`config.mk`:
```
export PLATFORM = sky130hd
export DESIGN_NAME = sync_shift_xcvr
export DESIGN_NICKNAME = d
export VERILOG_FILES = /design/src/rtl/sxc_pkg.sv /design/src/rtl/sxc_clkgen.sv /design/src/rtl/sxc_shifter.sv /design/src/rtl/sxc_ctrl.sv /design/src/rtl/sync_shift_xcvr.sv
export SDC_FILE = /design/constraint.sdc
export NUM_CORES = 1
export LEC_CHECK = 0
export BUFFER_PORTS_ARGS = -buffer_cell sky130_fd_sc_hd__buf_2
export CAP_MARGIN = 20
export CORE_ASPECT_RATIO = 1.2
export CORE_MARGIN = 8
export CORE_UTILIZATION = 52
export DETAILED_ROUTE_END_ITERATION = 10
export PLACE_DENSITY = 0.81
export RECOVER_POWER = 25
export SLEW_MARGIN = 20
export SYNTH_ARGS = -nofsm -noshare
export SYNTH_HDL_FRONTEND = slang
export SYNTH_SLANG_ARGS = --single-unit
export TNS_END_PERCENT = 30
```
`constraint.sdc`:
```
create_clock -name clk -period 2.4 [get_ports clk]
set_input_delay 0 -clock clk [delete_from_list [all_inputs] [get_ports clk]]
set_output_delay 0 -clock clk [all_outputs]
set_load 0.1 [all_outputs]
```
`src/rtl/sxc_pkg.sv`:
```
package sxc_pkg;

   // single-cycle serial clock events in the system clock domain
   typedef struct packed {
      logic fall;
      logic rise;
   } sxc_edge_t;

endpackage

```
`src/rtl/sxc_clkgen.sv`:
```
module sxc_clkgen
   import sxc_pkg::*;
#(
   parameter int CLK_DIV     = 8,
   parameter int SYNC_STAGES = 2
) (
   input  logic      clk,
   input  logic      rst_n,
   input  logic      ext_sel_i,
   input  logic      en_i,
   input  logic      kill_i,
   input  logic      sclk_ext_i,
   output logic      sclk_o,
   output sxc_edge_t edge_o
);

   localparam int HALF = CLK_DIV / 2;

   logic run_int;
   logic run_ext;
   logic tick;
   logic sclk_q;

   assign run_int = en_i && !kill_i && !ext_sel_i;
   assign run_ext = en_i && !kill_i && ext_sel_i;

   // divider variant picked by the ratio
   generate
      if (HALF == 1) begin : g_fast
         assign tick = run_int;
      end else begin : g_div
         localparam int CW = $clog2(HALF);
         localparam logic [CW-1:0] LAST = CW'(HALF - 1);
         logic [CW-1:0] cnt_q;

         always_ff @(posedge clk or negedge rst_n) begin
            if (!rst_n) begin
               cnt_q <= '0;
            end else if (!run_int || cnt_q == LAST) begin
               cnt_q <= '0;
            end else begin
               cnt_q <= cnt_q + CW'(1);
            end
         end

         assign tick = run_int && (cnt_q == LAST);
      end
   endgenerate

   always_ff @(posedge clk or negedge rst_n) begin
      if (!rst_n) begin
         sclk_q <= 1'b1;
      end else if (!run_int) begin
         sclk_q <= 1'b1;
      end else if (tick) begin
         sclk_q <= ~sclk_q;
      end
   end

   // external clock synchronizer and edge detector
   logic [SYNC_STAGES-1:0] sync_q;
   logic                   prev_q;
   logic                   sync_out;

   always_ff @(posedge clk or negedge rst_n) begin
      if (!rst_n) begin
         sync_q <= '1;
         prev_q <= 1'b1;
      end else begin
         sync_q <= {sync_q[SYNC_STAGES-2:0], sclk_ext_i};
         prev_q <= sync_out;
      end
   end

   assign sync_out = sync_q[SYNC_STAGES-1];

   always_comb begin
      if (ext_sel_i) begin
         edge_o.fall = run_ext && prev_q && !sync_out;
         edge_o.rise = run_ext && !prev_q && sync_out;
      end else begin
         edge_o.fall = tick && sclk_q;
         edge_o.rise = tick && !sclk_q;
      end
   end

   assign sclk_o = ext_sel_i ? 1'b1 : sclk_q;

endmodule

```
`src/rtl/sxc_shifter.sv`:
```
module sxc_shifter
   import sxc_pkg::*;
#(
   parameter int DATA_W = 8
) (
   input  logic              clk,
   input  logic              rst_n,
   input  sxc_edge_t         edge_i,
   input  logic              kill_i,
   input  logic [DATA_W-1:0] load_i,
   input  logic              sdi_i,
   output logic              sdo_o,
   output logic              inbyte_o,
   output logic              first_o,
   output logic              cap_o,
   output logic [DATA_W-1:0] rx_word_o
);

   localparam int BW = (DATA_W > 2) ? $clog2(DATA_W) : 1;
   localparam logic [BW-1:0] LASTBIT = BW'(DATA_W - 1);

   logic [DATA_W-1:0] tx_q;
   logic [DATA_W-1:0] rx_q;
   logic [BW-1:0]     bit_q;
   logic              inbyte_q;
   logic              sdo_q;

   assign first_o   = edge_i.fall && !inbyte_q;
   assign cap_o     = edge_i.rise && inbyte_q && (bit_q == LASTBIT);
   assign rx_word_o = {sdi_i, rx_q[DATA_W-1:1]};
   assign sdo_o     = sdo_q;
   assign inbyte_o  = inbyte_q;

   always_ff @(posedge clk or negedge rst_n) begin
      if (!rst_n) begin
         tx_q     <= '0;
         rx_q     <= '0;
         bit_q    <= '0;
         inbyte_q <= 1'b0;
         sdo_q    <= 1'b0;
      end else if (kill_i) begin
         bit_q    <= '0;
         inbyte_q <= 1'b0;
      end else begin
         if (edge_i.fall) begin
            if (!inbyte_q) begin
               tx_q     <= load_i;
               sdo_q    <= load_i[0];
               inbyte_q <= 1'b1;
            end else begin
               sdo_q <= tx_q[bit_q];
            end
         end
         if (edge_i.rise && inbyte_q) begin
            rx_q <= rx_word_o;
            if (bit_q == LASTBIT) begin
               bit_q    <= '0;
               inbyte_q <= 1'b0;
            end else begin
               bit_q <= bit_q + BW'(1);
            end
         end
      end
   end

endmodule

```
`src/rtl/sxc_ctrl.sv`:
```
module sxc_ctrl #(
   parameter int DATA_W = 8
) (
   input  logic              clk,
   input  logic              rst_n,
   input  logic              run_i,
   input  logic              abort_i,
   input  logic              ext_sel_i,
   input  logic              wr_i,
   input  logic [DATA_W-1:0] wdata_i,
   input  logic              rd_i,
   input  logic              inbyte_i,
   input  logic              first_i,
   input  logic              cap_i,
   input  logic [DATA_W-1:0] rx_word_i,
   output logic [DATA_W-1:0] dreg_o,
   output logic              busy_o,
   output logic              irq_o,
   output logic              en_o
);

   logic [DATA_W-1:0] dreg_q;
   logic              loaded_q;
   logic              pend_q;
   logic              busy_q;
   logic              irq_q;
   logic              serviced;

   // internal clock may only begin a byte once the register is serviced
   assign serviced = ext_sel_i || (loaded_q && !pend_q);
   assign en_o     = busy_q && !abort_i && (inbyte_i || (run_i && serviced));

   always_ff @(posedge clk or negedge rst_n) begin
      if (!rst_n) begin
         dreg_q   <= '0;
         loaded_q <= 1'b0;
         pend_q   <= 1'b0;
         busy_q   <= 1'b0;
         irq_q    <= 1'b0;
      end else begin
         irq_q  <= cap_i;
         busy_q <= !abort_i && (run_i || inbyte_i);

         // captured byte outranks a write in the same cycle
         if (cap_i) begin
            dreg_q <= rx_word_i;
         end else if (wr_i) begin
            dreg_q <= wdata_i;
         end

         if (cap_i) begin
            loaded_q <= loaded_q;
         end else if (wr_i) begin
            loaded_q <= 1'b1;
         end else if (first_i) begin
            loaded_q <= 1'b0;
         end

         if (cap_i) begin
            pend_q <= 1'b1;
         end else if (rd_i) begin
            pend_q <= 1'b0;
         end
      end
   end

   assign dreg_o = dreg_q;
   assign busy_o = busy_q;
   assign irq_o  = irq_q;

endmodule

```
`src/rtl/sync_shift_xcvr.sv`:
```
module sync_shift_xcvr
   import sxc_pkg::*;
#(
   parameter int DATA_W      = 8,
   parameter int CLK_DIV     = 8,
   parameter int SYNC_STAGES = 2
) (
   input  logic              clk,
   input  logic              rst_n,
   input  logic              run_i,
   input  logic              abort_i,
   input  logic              ext_sel_i,
   input  logic              wr_i,
   input  logic [DATA_W-1:0] wdata_i,
   input  logic              rd_i,
   output logic [DATA_W-1:0] rdata_o,
   output logic              busy_o,
   output logic              irq_o,
   output logic              sclk_o,
   input  logic              sclk_i,
   input  logic              sdi_i,
   output logic              sdo_o
);

   generate
      if (CLK_DIV < 2 || (CLK_DIV % 2) != 0) begin : g_bad_div
         $error("sync_shift_xcvr: CLK_DIV must be even and at least 2");
      end
      if (DATA_W < 2) begin : g_bad_width
         $error("sync_shift_xcvr: DATA_W must be at least 2");
      end
      if (SYNC_STAGES < 2) begin : g_bad_sync
         $error("sync_shift_xcvr: SYNC_STAGES must be at least 2");
      end
   endgenerate

   sxc_edge_t         edges;
   logic              en;
   logic              inbyte;
   logic              first;
   logic              cap;
   logic [DATA_W-1:0] rx_word;
   logic [DATA_W-1:0] dreg;

   sxc_clkgen #(
      .CLK_DIV     (CLK_DIV),
      .SYNC_STAGES (SYNC_STAGES)
   ) clkgen_i (
      .clk        (clk),
      .rst_n      (rst_n),
      .ext_sel_i  (ext_sel_i),
      .en_i       (en),
      .kill_i     (abort_i),
      .sclk_ext_i (sclk_i),
      .sclk_o     (sclk_o),
      .edge_o     (edges)
   );

   sxc_shifter #(
      .DATA_W (DATA_W)
   ) shifter_i (
      .clk       (clk),
      .rst_n     (rst_n),
      .edge_i    (edges),
      .kill_i    (abort_i),
      .load_i    (dreg),
      .sdi_i     (sdi_i),
      .sdo_o     (sdo_o),
      .inbyte_o  (inbyte),
      .first_o   (first),
      .cap_o     (cap),
      .rx_word_o (rx_word)
   );

   sxc_ctrl #(
      .DATA_W (DATA_W)
   ) ctrl_i (
      .clk       (clk),
      .rst_n     (rst_n),
      .run_i     (run_i),
      .abort_i   (abort_i),
      .ext_sel_i (ext_sel_i),
      .wr_i      (wr_i),
      .wdata_i   (wdata_i),
      .rd_i      (rd_i),
      .inbyte_i  (inbyte),
      .first_i   (first),
      .cap_i     (cap),
      .rx_word_i (rx_word),
      .dreg_o    (dreg),
      .busy_o    (busy_o),
      .irq_o     (irq_o),
      .en_o      (en)
   );

   assign rdata_o = dreg;

endmodule

```
==> implementation parameters <==
Parameter                              Value

Drt
  Via count    1,125
  Number of optimization iterations in the first detailed-route pass    4
  Number of DRC violations after detailed-routing iteration 0    55
  Antenna violation net count after detailed routing    0
  Detailed-route DRC error count    0
  Mean number of vias per cell    5.332
  Average wire per cell in the routed design    16.22 um
  Wire length after detailed routing    3423 um

Pwr
  Power Dens Cells    682.3 mW/mm^2
  Largest voltage drop on the vdd net    497.8 uV
  Static power due to leakage    0.001022 uW

Timing
  Unrepaired setup endpoints after global routing    false
  Final critical-path required period    1.969 ns
  Post-route worst hold slack    0.01935 ns
  Number of setup violations in the final report    0
  Slew at the pin closest to its max-slew limit    0.8010 ns
  Worst slew slack as a fraction of its limit    46.60%
  Total Neg Setup Slack    0 ns
  Number of failing hold endpoints at the final stage    0
  Worst Setup Slack, final    0.4312 ns
  Final max-slew violation count    0
  Fmax achieved    507.9 MHz
  Largest clock skew in the final design    0.01280 ns
  Final critical-path share of the clock period    82.03%

Global route
  Vias in the first global route    1,243
  Leftover overflow at the end of global routing    0
  Total track usage    14.60%
  First-pass GRT wire length    5913 um
  Number of antenna violations at the first check in global routing    0
  Largest net degree at the start of global routing    39

Setup path
  Worst setup EP type    register
  Worst-path fanout max    9
  Data arrival time of the critical path    2.22 ns
  Launching element of the worst setup path    clkgen_i.g_div.cnt_q[0]
  Cell-by-cell listing of the critical path    ha_1 > nand2_1 > a211o_1 > a211oi_4 > mux2_2
  Startpoint class of the critical path    register
  Kind of critical path    register to register
  Data required time of the worst path    2.65 ns
  Critical register-to-register path startpoint    clkgen_i.g_div.cnt_q[0]
  Cell with the biggest individual delay on the critical path    a211oi_4
  Max stage delay on crit path    0.47 ns

Die
  Overall die width    67.70 um
  Standard-cell rows    22
  Total core area    0.003055 mm^2
  Effective utilization at floorplan    54.59%
  Die outline height    78.04 um
  DIE AREA    0.005283 mm^2
  Count of boundary I/O pins    29

Placement
  Routability Congestion    0.8261
  Placement-stage worst setup slack    0.4644 ns
  Dpl hpwl    2424 um
  Buffers on Ports    28

CTS
  Clock sink count    38
  CTS tree    yes
  Num CTS Buffers    5
  Library cell used as clock root buffer    clkbuf_4
  Count of cells resized by post-cts repair    0
  Clock Latency Late Sink    0.36 ns
  Maximum clock path buffer count    2
  Register clock-pin slew on the reported worst setup and hold paths    0.12 ns
  Number of levels in the clock H-tree    2

Cells and area
  Number of nets at the end of the flow    194
  Layout filler cell count    240
  P&R area growth vs syn    24.08%
  Most common cell after layout, fill and taps aside    dfrtp_1
  Footprint of the flip-flops and latches    955.9 um^2
  Commonest cells after routing, fill and taps aside    34 x dfrtp_1, 28 x buf_2, 16 x mux2_2
  Multi-input combinational cell area    669.4 um^2
  Fraction of layout cells with a size suffix above 1    36.57%
  Diode insertion count for antenna repair    0

Synthesis
  Cell count after synthesis    127
  Synthesized area divided by synthesized cell count    13.13 um^2
  Yosys cell types    31
  Predominant post-synthesis flop cell    dfrtp_1
  Async set-or-reset flop fraction in the synthesized netlist    100.0%
  Mapped Nets    147
  Post-synthesis register bit count    38
  Share of synthesized area occupied by flip-flops and latches    57.31%
  Post-Synthesis Cell Area    0.001668 mm^2
  Number of synthesized flops with an enable pin    0
  Synth warn    0

Job
  Max-cap violations    0

Hold path
  Worst hold start    wr_i
  Worst min path class    input pin to register

Run status
  Result of the run    finished, final reports clean
-- flip-flops by register name (all words and copies together) (netlist names), 2 cells and up --
signal and count:
clkgen_i.sync_q 2, shifter_i.tx_q 8, clkgen_i.g_div.cnt_q 2, ctrl_i.dreg_o 8, shifter_i.rx_q 7, shifter_i.bit_q 3
-- per-layer routing --
metal	up-vias	share of wire (%)	global-route usage, %
li1	536	-	-
met1	566	43	16.64
met2	18	51	24.12
met3	5	3.4	4.403
met4	0	1.8	6.709
met5	-	0	0
-- synthesized netlist by cell type, drive strengths merged, types with 2 or more instances --
master / n / share of area (%)
nand3b: 2 / 0.90
dfstp: 4 / 6.3
buf: 3 / 1.2
a21oi: 10 / 3.0
inv: 5 / 1.1
ha: 3 / 2.3
mux2: 16 / 11
or4: 2 / 0.90
mux2i: 10 / 6.0
mux4: 2 / 2.7
o21ai: 4 / 1.2
nor2: 11 / 2.5
a211oi: 2 / 1.7
dfrtp: 34 / 51
nand2: 4 / 0.90
nand2b: 4 / 2.0
-- path summary, 6_finish.rpt --
| kind | end | slack, ns | depth (start not counted) |
|---|---|---|---|
| min in group asynchronous | ctrl_i.dreg_o[4] | 0.25 | 2 |
| min | ctrl_i.loaded_q | 0.02 | 3 |
| max in group asynchronous | shifter_i.rx_q[7] | 1.64 | 2 |
| min reg2reg | clkgen_i.sync_q[1] | 0.37 | 0 |
| max | shifter_i.tx_q[2] | 0.43 | 5 |
| max reg2reg | shifter_i.tx_q[2] | 0.43 | 5 |
-- cell families (layout without fill, tap and decap cells) --
| family | after synthesis | count (layout) | synth area share, % |
|---|---|---|---|
| compound gates | 21 | 21 | 9.003 |
| xor+xnor | 1 | 1 | 0.5252 |
| fa+ha+maj | 3 | 3 | 2.251 |
| buf+inv | 9 | 57 | 2.550 |
| flops | 38 | 38 | 57.31 |
| mux | 28 | 28 | 19.50 |
| simple gates | 27 | 27 | 8.852 |
-- worst max-delay path: cells and delay by family, from the launching register on --
kind            cells  cell delay (ns)
fa+ha+maj           1             0.23
flops               1             0.37
mux                 1             0.39
compound gates      2             0.79
simple gates        1             0.08
-- where the power goes --
| group | switching [uW] | internal, uW |
|---|---|---|
| registers | 25.7 | 682 |
| logic | 179 | 76.9 |
| clock network | 230 | 218 |
-- stage by stage --
stage / util, % / total power (uW) / cell area [um^2] / cells
floorplan: - / 895.4 / 1668 / 127
CTS: 67.73 / 1417 / 2069 / 211
global route: 67.73 / 1470 / 2069 / 211
detailed placement: 60.11 / 959.6 / 1837 / 188
global placement: 60.11 / 952.3 / 1837 / 188
finish: 67.73 / 1412 / 2069 / 211
-- layout make-up --
class                   instances  area share, %
flip-flops and latches         38          46.19
multi-input cells              80          32.35
inverters                       5         0.9069
well taps                      36          2.177
repair buffers                 44          14.39
clock buffers                   5          1.814
clock inverters                 3          2.177
-- timing repair --
action / CTS / global route
hold endpoints to repair: 53 / 0
hold buffers: 15 / 0
setup buffers: 0 / 0
setup endpoints to repair: 0 / 0
No activity file was read; power rests on OpenSTA's default activity.
